File: config.mk
export PLATFORM = sky130hd
export DESIGN_NAME = hdr_lane_gen
export DESIGN_NICKNAME = d
export VERILOG_FILES = /design/src/rtl/hlg_pkg.sv /design/src/rtl/hlg_period_ctr.sv /design/src/rtl/hlg_lane_seq.sv /design/src/rtl/hlg_out_stage.sv /design/src/rtl/hdr_lane_gen.sv
export SDC_FILE = /design/constraint.sdc
export NUM_CORES = 1
export LEC_CHECK = 0
export CORE_UTILIZATION = 48
export CTS_CLUSTER_DIAMETER = 40
export CTS_CLUSTER_SIZE = 40
export DETAILED_ROUTE_END_ITERATION = 8
export GPL_ROUTABILITY_DRIVEN = 0
export PLACE_DENSITY = 0.75
export SLEW_MARGIN = 40
export SYNTH_ARGS = -nofsm -noshare
export SYNTH_HDL_FRONTEND = slang
export SYNTH_SLANG_ARGS = --single-unit
File: constraint.sdc
create_clock -name clk -period 1.8 [get_ports clk]
set_input_delay 0.45 -clock clk [delete_from_list [all_inputs] [get_ports clk]]
set_output_delay 0.45 -clock clk [all_outputs]
set_load 0.01 [all_outputs]
File: src/rtl/hlg_pkg.sv
package hlg_pkg;
  localparam int unsigned WORD_BITS_DEF = 20;
  localparam int unsigned HDR_BITS_DEF  = 5;
  localparam int unsigned SYM_BITS      = 2;
  localparam int unsigned SYM_LANE      = 1;
  localparam int unsigned SYM_DATA      = 0;

  typedef logic [SYM_BITS-1:0] sym_t;

  function automatic sym_t make_sym(input logic lane, input logic data);
    sym_t s;
    s[SYM_LANE] = lane;
    s[SYM_DATA] = data;
    return s;
  endfunction
endpackage

File: src/rtl/hlg_period_ctr.sv
module hlg_period_ctr #(
  parameter int unsigned WORD_BITS = 20,
  localparam int unsigned PW = (WORD_BITS > 1) ? $clog2(WORD_BITS) : 1
) (
  input  logic          clk,
  input  logic          rst,
  input  logic          adv,
  output logic [PW-1:0] pos,
  output logic          at_first
);
  localparam logic [PW-1:0] LAST = PW'(WORD_BITS - 1);

  logic [PW-1:0] pos_q;

  always_ff @(posedge clk) begin
    if (rst) begin
      pos_q <= '0;
    end else if (adv) begin
      if (pos_q == LAST) pos_q <= '0;
      else               pos_q <= pos_q + PW'(1);
    end
  end

  assign pos      = pos_q;
  assign at_first = (pos_q == '0);

  AST_POS_WRAP: assert property (@(posedge clk) disable iff (rst)
    (adv && pos_q == LAST) |=> (pos_q == '0));
  AST_POS_IDLE: assert property (@(posedge clk) disable iff (rst)
    !adv |=> $stable(pos_q));
  AST_POS_RANGE: assert property (@(posedge clk) disable iff (rst)
    pos_q <= LAST);
endmodule

File: src/rtl/hlg_lane_seq.sv
module hlg_lane_seq #(
  parameter int unsigned WORD_BITS = 20,
  parameter int unsigned HDR_BITS  = 5,
  localparam int unsigned PW = (WORD_BITS > 1) ? $clog2(WORD_BITS) : 1
) (
  input  logic                clk,
  input  logic                rst,
  input  logic                adv,
  input  logic [PW-1:0]       pos,
  input  logic [HDR_BITS-1:0] hdr_in,
  output logic                lane_bit
);
  logic [HDR_BITS-1:0] hdr_q;

  // Capture the header only when the first bit of a word is taken.
  always_ff @(posedge clk) begin
    if (rst)                      hdr_q <= '0;
    else if (adv && pos == '0)    hdr_q <= hdr_in;
  end

  // Slot 0: start marker; slots 1..HDR_BITS: header MSB first; rest: zero.
  always_comb begin
    lane_bit = 1'b0;
    if (pos == '0) lane_bit = 1'b1;
    for (int k = 1; k <= int'(HDR_BITS); k++) begin
      if (pos == PW'(k)) lane_bit = hdr_q[HDR_BITS - k];
    end
  end

  AST_HDR_HELD: assert property (@(posedge clk) disable iff (rst)
    (pos != '0) |=> $stable(hdr_q));
endmodule

File: src/rtl/hlg_out_stage.sv
module hlg_out_stage
  import hlg_pkg::*;
(
  input  logic clk,
  input  logic rst,
  input  logic in_valid,
  input  sym_t in_sym,
  output logic in_ready,
  output logic out_valid,
  input  logic out_ready,
  output sym_t out_sym
);
  logic v_q;
  sym_t s_q;

  assign in_ready = !v_q || out_ready;

  always_ff @(posedge clk) begin
    if (rst) begin
      v_q <= 1'b0;
      s_q <= '0;
    end else if (in_ready) begin
      v_q <= in_valid;
      if (in_valid) s_q <= in_sym;
    end
  end

  assign out_valid = v_q;
  assign out_sym   = s_q;

  AST_HOLD_STABLE: assert property (@(posedge clk) disable iff (rst)
    (out_valid && !out_ready) |=> (out_valid && $stable(out_sym)));
  AST_VALID_FOLLOW: assert property (@(posedge clk) disable iff (rst)
    (in_valid && in_ready) |=> out_valid);
  AST_DRAIN_EMPTY: assert property (@(posedge clk) disable iff (rst)
    (out_valid && out_ready && !in_valid) |=> !out_valid);
endmodule

File: src/rtl/hdr_lane_gen.sv
module hdr_lane_gen
  import hlg_pkg::*;
#(
  parameter int unsigned WORD_BITS = WORD_BITS_DEF,
  parameter int unsigned HDR_BITS  = HDR_BITS_DEF
) (
  input  logic                clk,
  input  logic                rst,
  input  logic                in_valid,
  output logic                in_ready,
  input  logic                in_bit,
  input  logic [HDR_BITS-1:0] hdr_in,
  output logic                out_valid,
  input  logic                out_ready,
  output logic [1:0]          out_sym
);
  localparam int unsigned PW = (WORD_BITS > 1) ? $clog2(WORD_BITS) : 1;

  logic          take;
  logic [PW-1:0] pos;
  logic          at_first;
  logic          lane_bit;
  sym_t          sym_next;
  sym_t          sym_q;

  assign take     = in_valid && in_ready;
  assign sym_next = make_sym(lane_bit, in_bit);

  hlg_period_ctr #(.WORD_BITS(WORD_BITS)) u_ctr (
    .clk(clk), .rst(rst), .adv(take), .pos(pos), .at_first(at_first)
  );

  hlg_lane_seq #(.WORD_BITS(WORD_BITS), .HDR_BITS(HDR_BITS)) u_lane (
    .clk(clk), .rst(rst), .adv(take), .pos(pos), .hdr_in(hdr_in),
    .lane_bit(lane_bit)
  );

  hlg_out_stage u_out (
    .clk(clk), .rst(rst), .in_valid(in_valid), .in_sym(sym_next),
    .in_ready(in_ready), .out_valid(out_valid), .out_ready(out_ready),
    .out_sym(sym_q)
  );

  assign out_sym = sym_q;

  AST_DATA_PASS: assert property (@(posedge clk) disable iff (rst)
    take |=> (out_sym[SYM_DATA] == $past(in_bit)));
  AST_START_MARK: assert property (@(posedge clk) disable iff (rst)
    (take && at_first) |=> out_sym[SYM_LANE]);
  AST_PAD_ZERO: assert property (@(posedge clk) disable iff (rst)
    (take && pos > PW'(HDR_BITS)) |=> !out_sym[SYM_LANE]);
  AST_RESET_EMPTY: assert property (@(posedge clk)
    rst |=> (!out_valid && in_ready));
endmodule

=== Yosys cells after proc, flatten, opt, wreduce, memory -nomap -nowiden ===
Cells that the tools add are included.

* Register bits after elaboration: 13
* Bits of input ports: 10
* Output and inout port bits: 4
* Word-level logic and storage cells: 24

* Add/sub/neg operators: 1
* Eq/ne operators: 6
* Multiplexer cells: 7
* Reductions and logical operators: 6

{| class="wikitable"
|+ Operators by type and width
! kind !! count
|-
| == test 5 x 2 -> 1 bit, second input constant || 2
|-
| == test 5 x 3 -> 1 bit, second input constant || 2
|-
| two-way mux 1 bit || 6
|-
| adder 5 x 1 -> 5 bit, second input constant || 1
|-
| == test 5 x 1 -> 1 bit, second input constant || 1
|-
| == test 5 bit, second input constant || 1
|-
| logical NOT 5 bit || 1
|-
| two-way mux 5 bit || 1
|-
| logical AND 1 bit || 2
|-
| AND reduction 2 bit || 1
|-
| logical NOT 1 bit || 1
|-
| logical OR 1 bit || 1
|}

=== Longest topological paths before layout ===
* Depth in word-level cells: 7
* Depth in mapped cells: 6

=== By module ===
From an unflattened synthesis, not the netlist that was laid out.

* Cells, all modules: 71
* Area, all modules: 683.2 um^2

{| class="wikitable"
|+ By module, submodules not included
! module !! times used !! cells each !! area an instance (um^2) !! seq. area each (um^2)
|-
| hlg_lane_seq || 1 || 30 || 297.8 || 100.1
|-
| hlg_period_ctr || 1 || 28 || 256.5 || 100.1
|-
| hlg_out_stage || 1 || 12 || 122.6 || 60.1
|-
| hdr_lane_gen || 1 || 1 || 6.3 || 0.0
|}

=== Least setup slack after synthesis ===
Ideal clock, no wire load.

* Path kind: flip-flop to flip-flop
* Start: register u_ctr.pos_q[0], in the netlist u_ctr.pos[0]
* End: register u_lane.hdr_q[0]
* Arrival: 1.181 ns
* Required time: 1.672 ns
* Slack: 0.491 ns
* Stages on the path, launching flop included: 7
* Buffers on the path: 0
* Period minus slack after synthesis: 1.309 ns
* Path through: dfxtp_1 inv_1 ha_1 nor2b_1 nand4_2 mux2i_1 nor2_1

* Word-level cells in the longest chain between the ends: 2

{| class="wikitable"
|+ RTL lines
! what !! line !! RTL
|-
| from (decl) || hlg_period_ctr.sv:13 || <nowiki>logic [PW-1:0] pos_q;</nowiki>
|-
| from (signal assigned) || hlg_period_ctr.sv:20 || <nowiki>else pos_q <= pos_q + PW'(1);</nowiki>
|-
| logical NOT 5 bit || hlg_lane_seq.sv:18 || <nowiki>else if (adv && pos == '0) hdr_q <= hdr_in;</nowiki>
|-
| logical AND 1 bit || hlg_lane_seq.sv:18 ||
|-
| to (signal assigned) || hlg_lane_seq.sv:18 ||
|-
| to (decl) || hlg_lane_seq.sv:13 || <nowiki>logic [HDR_BITS-1:0] hdr_q;</nowiki>
|}

No other way between the ends.
A chain may end at the register's enable or synchronous reset.

=== Worst setup path after layout ===
* Start: input out_ready
* End: output in_ready

* Word-level cells in the longest chain between the ends: 1

{| class="wikitable"
|+ RTL lines
! what !! line !! RTL
|-
| from (decl) || hdr_lane_gen.sv:14 || <nowiki>input logic out_ready,</nowiki>
|-
| logical OR 1 bit || hlg_out_stage.sv:16 || <nowiki>assign in_ready = !v_q || out_ready;</nowiki>
|-
| to (decl) || hdr_lane_gen.sv:10 || <nowiki>output logic in_ready,</nowiki>
|}

No other way between the ends.

==> qor.csv <==
stage,metric,value,unit
clock_tree,clockRootBuffer,clkbuf_4,
placed_design,io_buffers,13,
yosys,synth-compound-area-share,9.29,%
critical_path,critPathLaunchType,primary input,
critical_path,path_max_fanout,2,
die,start_util,52.1,%
sta,fmax,0.618,GHz
drt,drtIter0Drc,12,
die,core,1320,um2
final_layout,ff_latch_area,260,um2
min_path,whs_path_depth,2,
sta,hold_violations,0,
drt,wl,1.30,mm
yosys,synthSimpleGateAreaFrac,31.9,%
yosys,synth-seq-area-share,37.9,%
final_layout,layout.cells.most_common_list,"dfxtp_1 (13), nor2_1 (12), clkdlybuf4s50_1 (11)",
yosys,synth_top_family_by_area,simple AND/OR/NAND/NOR gates,
die,die_area,1590,um2
final_layout,diodes,0,
critical_path,reg2reg_to,u_lane.hdr_q[4]$_SDFFE_PP0P_,
global_routing,grt_pass1_vias,509,
yosys,avgSynthCellArea,8.92,um2
clock_tree,cts_buffer_depth,2,
power,power.total,0.000618,W
drt,ant_nets,0,
sta,skew,0.00927,ns
final_layout,fillerInstances,115,
final_layout,area_delta_synth_final,28.4,%
run,cap_violations,0,
critical_path,worstRegToRegCells,6,
clock_tree,hold_buffers,0,
yosys,synthMuxAreaShare,7.29,%
die,io_pins,14,
power,powerDensity,701,nW/um2
final_layout,final_common_cell,dfxtp_1,
critical_path,worstSetupEndpointType,primary output,
power,leakage,0.356,nW
yosys,syn_nets,91,
sta,slew_violations,0,
yosys,synth_cell_types,29,
global_routing,grt_max_degree,13,
yosys,synthXorXnorAreaFrac,1.28,%
drt,firstDrtPassIters,4,
critical_path,rr_startpoint,u_ctr.pos[0]$_SDFFE_PP0P_,
final_layout,multi_input_area,392,um2
run_status,outcome,finished clean,
global_routing,grt_pass1_wl,2.08,mm
die,fp.dieH,39.8,um
drt,avgRoutedWirePerCell,11.6,um
sta,worst_pin_slew,0.373,ns
drt,via_per_inst,5.14,
global_routing,gr-total-overflow,0,
global_routing,grt_use_total,20.4,%
critical_path,cp.required,1.35,ns
clock_tree,cts_tree,built,
sta,final.period_utilization,89.9,%
global_routing,antenna_found_initial,0,
die,die_w,39.8,um
clock_tree,h-tree-depth,1,
sta,hold_ws,0.457,ns
die,rows,13,
clock_tree,cts_made_buffers,3,
critical_path,r2r_slack,0.37,ns
yosys,syn-instance-count,77,
drt,routed-via-count,576,
critical_path,cp.arrival,1.17,ns
placed_design,place_hpwl,1.00,mm
drt,drc,0,
critical_path,critPathKind,in -> out,
sta,grt_setup_unrepaired,no,
final_layout,drive_gt1_share,14.4,%
yosys,ys_ff_latch,13,
clock_tree,cts_sinks,13,
min_path,min_path_type,reg -> reg,
power,ir_drop,0.000338,V
sta,fin_crit,1.62,ns
final_layout,nets,112,
yosys,syn_area,687,um2
min_path,whs_endpoint,u_out.out_sym[0]$_SDFFE_PP0P_,
min_path,hp-start,u_out.out_sym[0]$_SDFFE_PP0P_,
yosys,synthAdderAreaFrac,7.29,%
sta,slew_headroom,75.1,%
sta,setup-violations-final,0,
clock_tree,insertion_delay,0.28,ns
clock_tree,clkTransAtPathRegs,0.08,ns
yosys,yosys_warnings,0,
power by group:
group	switching (W)	leakage (nW)	internal, W
clock network	0.0000974	0.0150	0.0000858
logic	0.0000535	0.235	0.0000655
registers	0.0000115	0.106	0.000305
cell type report:
| type | instances | area share (%) |
|---|---|---|
| Multi-Input combinational cell | 58 | 44.4 |
| Tap cell | 15 | 2.13 |
| Clock buffer | 4 | 2.98 |
| Sequential cell | 13 | 29.5 |
| Timing Repair Buffer | 18 | 18.7 |
| Inverter | 4 | 2.27 |
critical path, stage by stage:
cell	delay (ns)
dlygate4sd2_1	0.25
nor2b_4	0.16
inv_6	0.03
dlygate4sd2_1	0.27
Yosys cell counts, drive strengths merged:
cell type  instances  area, um2
nor2b              2       20.0
a22oi              1       7.51
a21oi              5       25.0
inv                4       20.0
nand4              1       12.5
xnor2              1       8.76
nand4b             1       8.76
nor3b              1       7.51
nor3               3       15.0
mux2i              5       50.1
ha                 4       50.1
nand3b             1       7.51
or3                2       12.5
a211oi             1       7.51
nor4b              1       8.76
o211ai             1       7.51
o21ai              2       10.0
nor4bb             1       10.0
nor2              12       45.0
nand3              3       27.5
a31oi              1       6.26
nand2              7       26.3
clkbuf             1       3.75
dfxtp             13        260
buf                1       11.3
and2b              2       17.5
kinds of logic (layout without fill, tap and decap cells):
logic type / after synthesis / in the layout
flip-flops: 13 / 13
adder cells (fa/ha/maj): 4 / 4
AND/OR/NAND/NOR: 37 / 37
buffers and inverters: 6 / 26
XOR/XNOR: 1 / 1
AO/OA/AOI/OAI: 11 / 11
multiplexers: 5 / 5
metrics by stage:
step / area (um2) / setup TNS (ns) / setup slack, ns / utilization (%) / cells
final: 882 / 0 / 0.182 / 67.0 / 112
after global routing: 882 / 0 / 0.126 / 67.0 / 112
after CTS: 882 / 0 / 0.177 / 67.0 / 112
after detailed placement: 851 / -0.500 / -0.237 / 64.6 / 107
after global placement: 851 / -0.315 / -0.219 / 64.6 / 107
after floorplan: 687 / 0 / 0.491 / - / 77
flip-flops by register name, indices dropped and copies added (netlist names):
signal,cells
u_lane.hdr_q,5
u_out.out_valid,1
u_out.out_sym,2
u_ctr.pos,5
metal layers:
metal	share of wire [%]	global-route usage, %
met5	0	0
met4	1.0	10.3
met3	2.8	5.11
met2	47	34.0
met1	50	23.5
repair_timing:
item,CTS,global route
setup endpoints to repair,1,0
resized for setup,2,0
hold endpoints to repair,0,0
setup buffers,1,0
worst max path at each step:
stage | cells past startpoint | slack (ns) | startpoint | end
CTS | 4 | 0.18 | out_ready | in_ready
finish | 4 | 0.18 | out_ready | in_ready
global route | 1 | 0.13 | u_out.out_sym[1]$_SDFFE_PP0P_ | out_sym[1]
global placement | 4 | -0.22 | out_ready | in_ready
floorplan | 6 | 0.49 | u_ctr.pos[0]$_SDFFE_PP0P_ | u_lane.hdr_q[0]$_SDFFE_PP0P_
detailed placement | 4 | -0.24 | out_ready | in_ready
(Power assumes the default switching activity.)
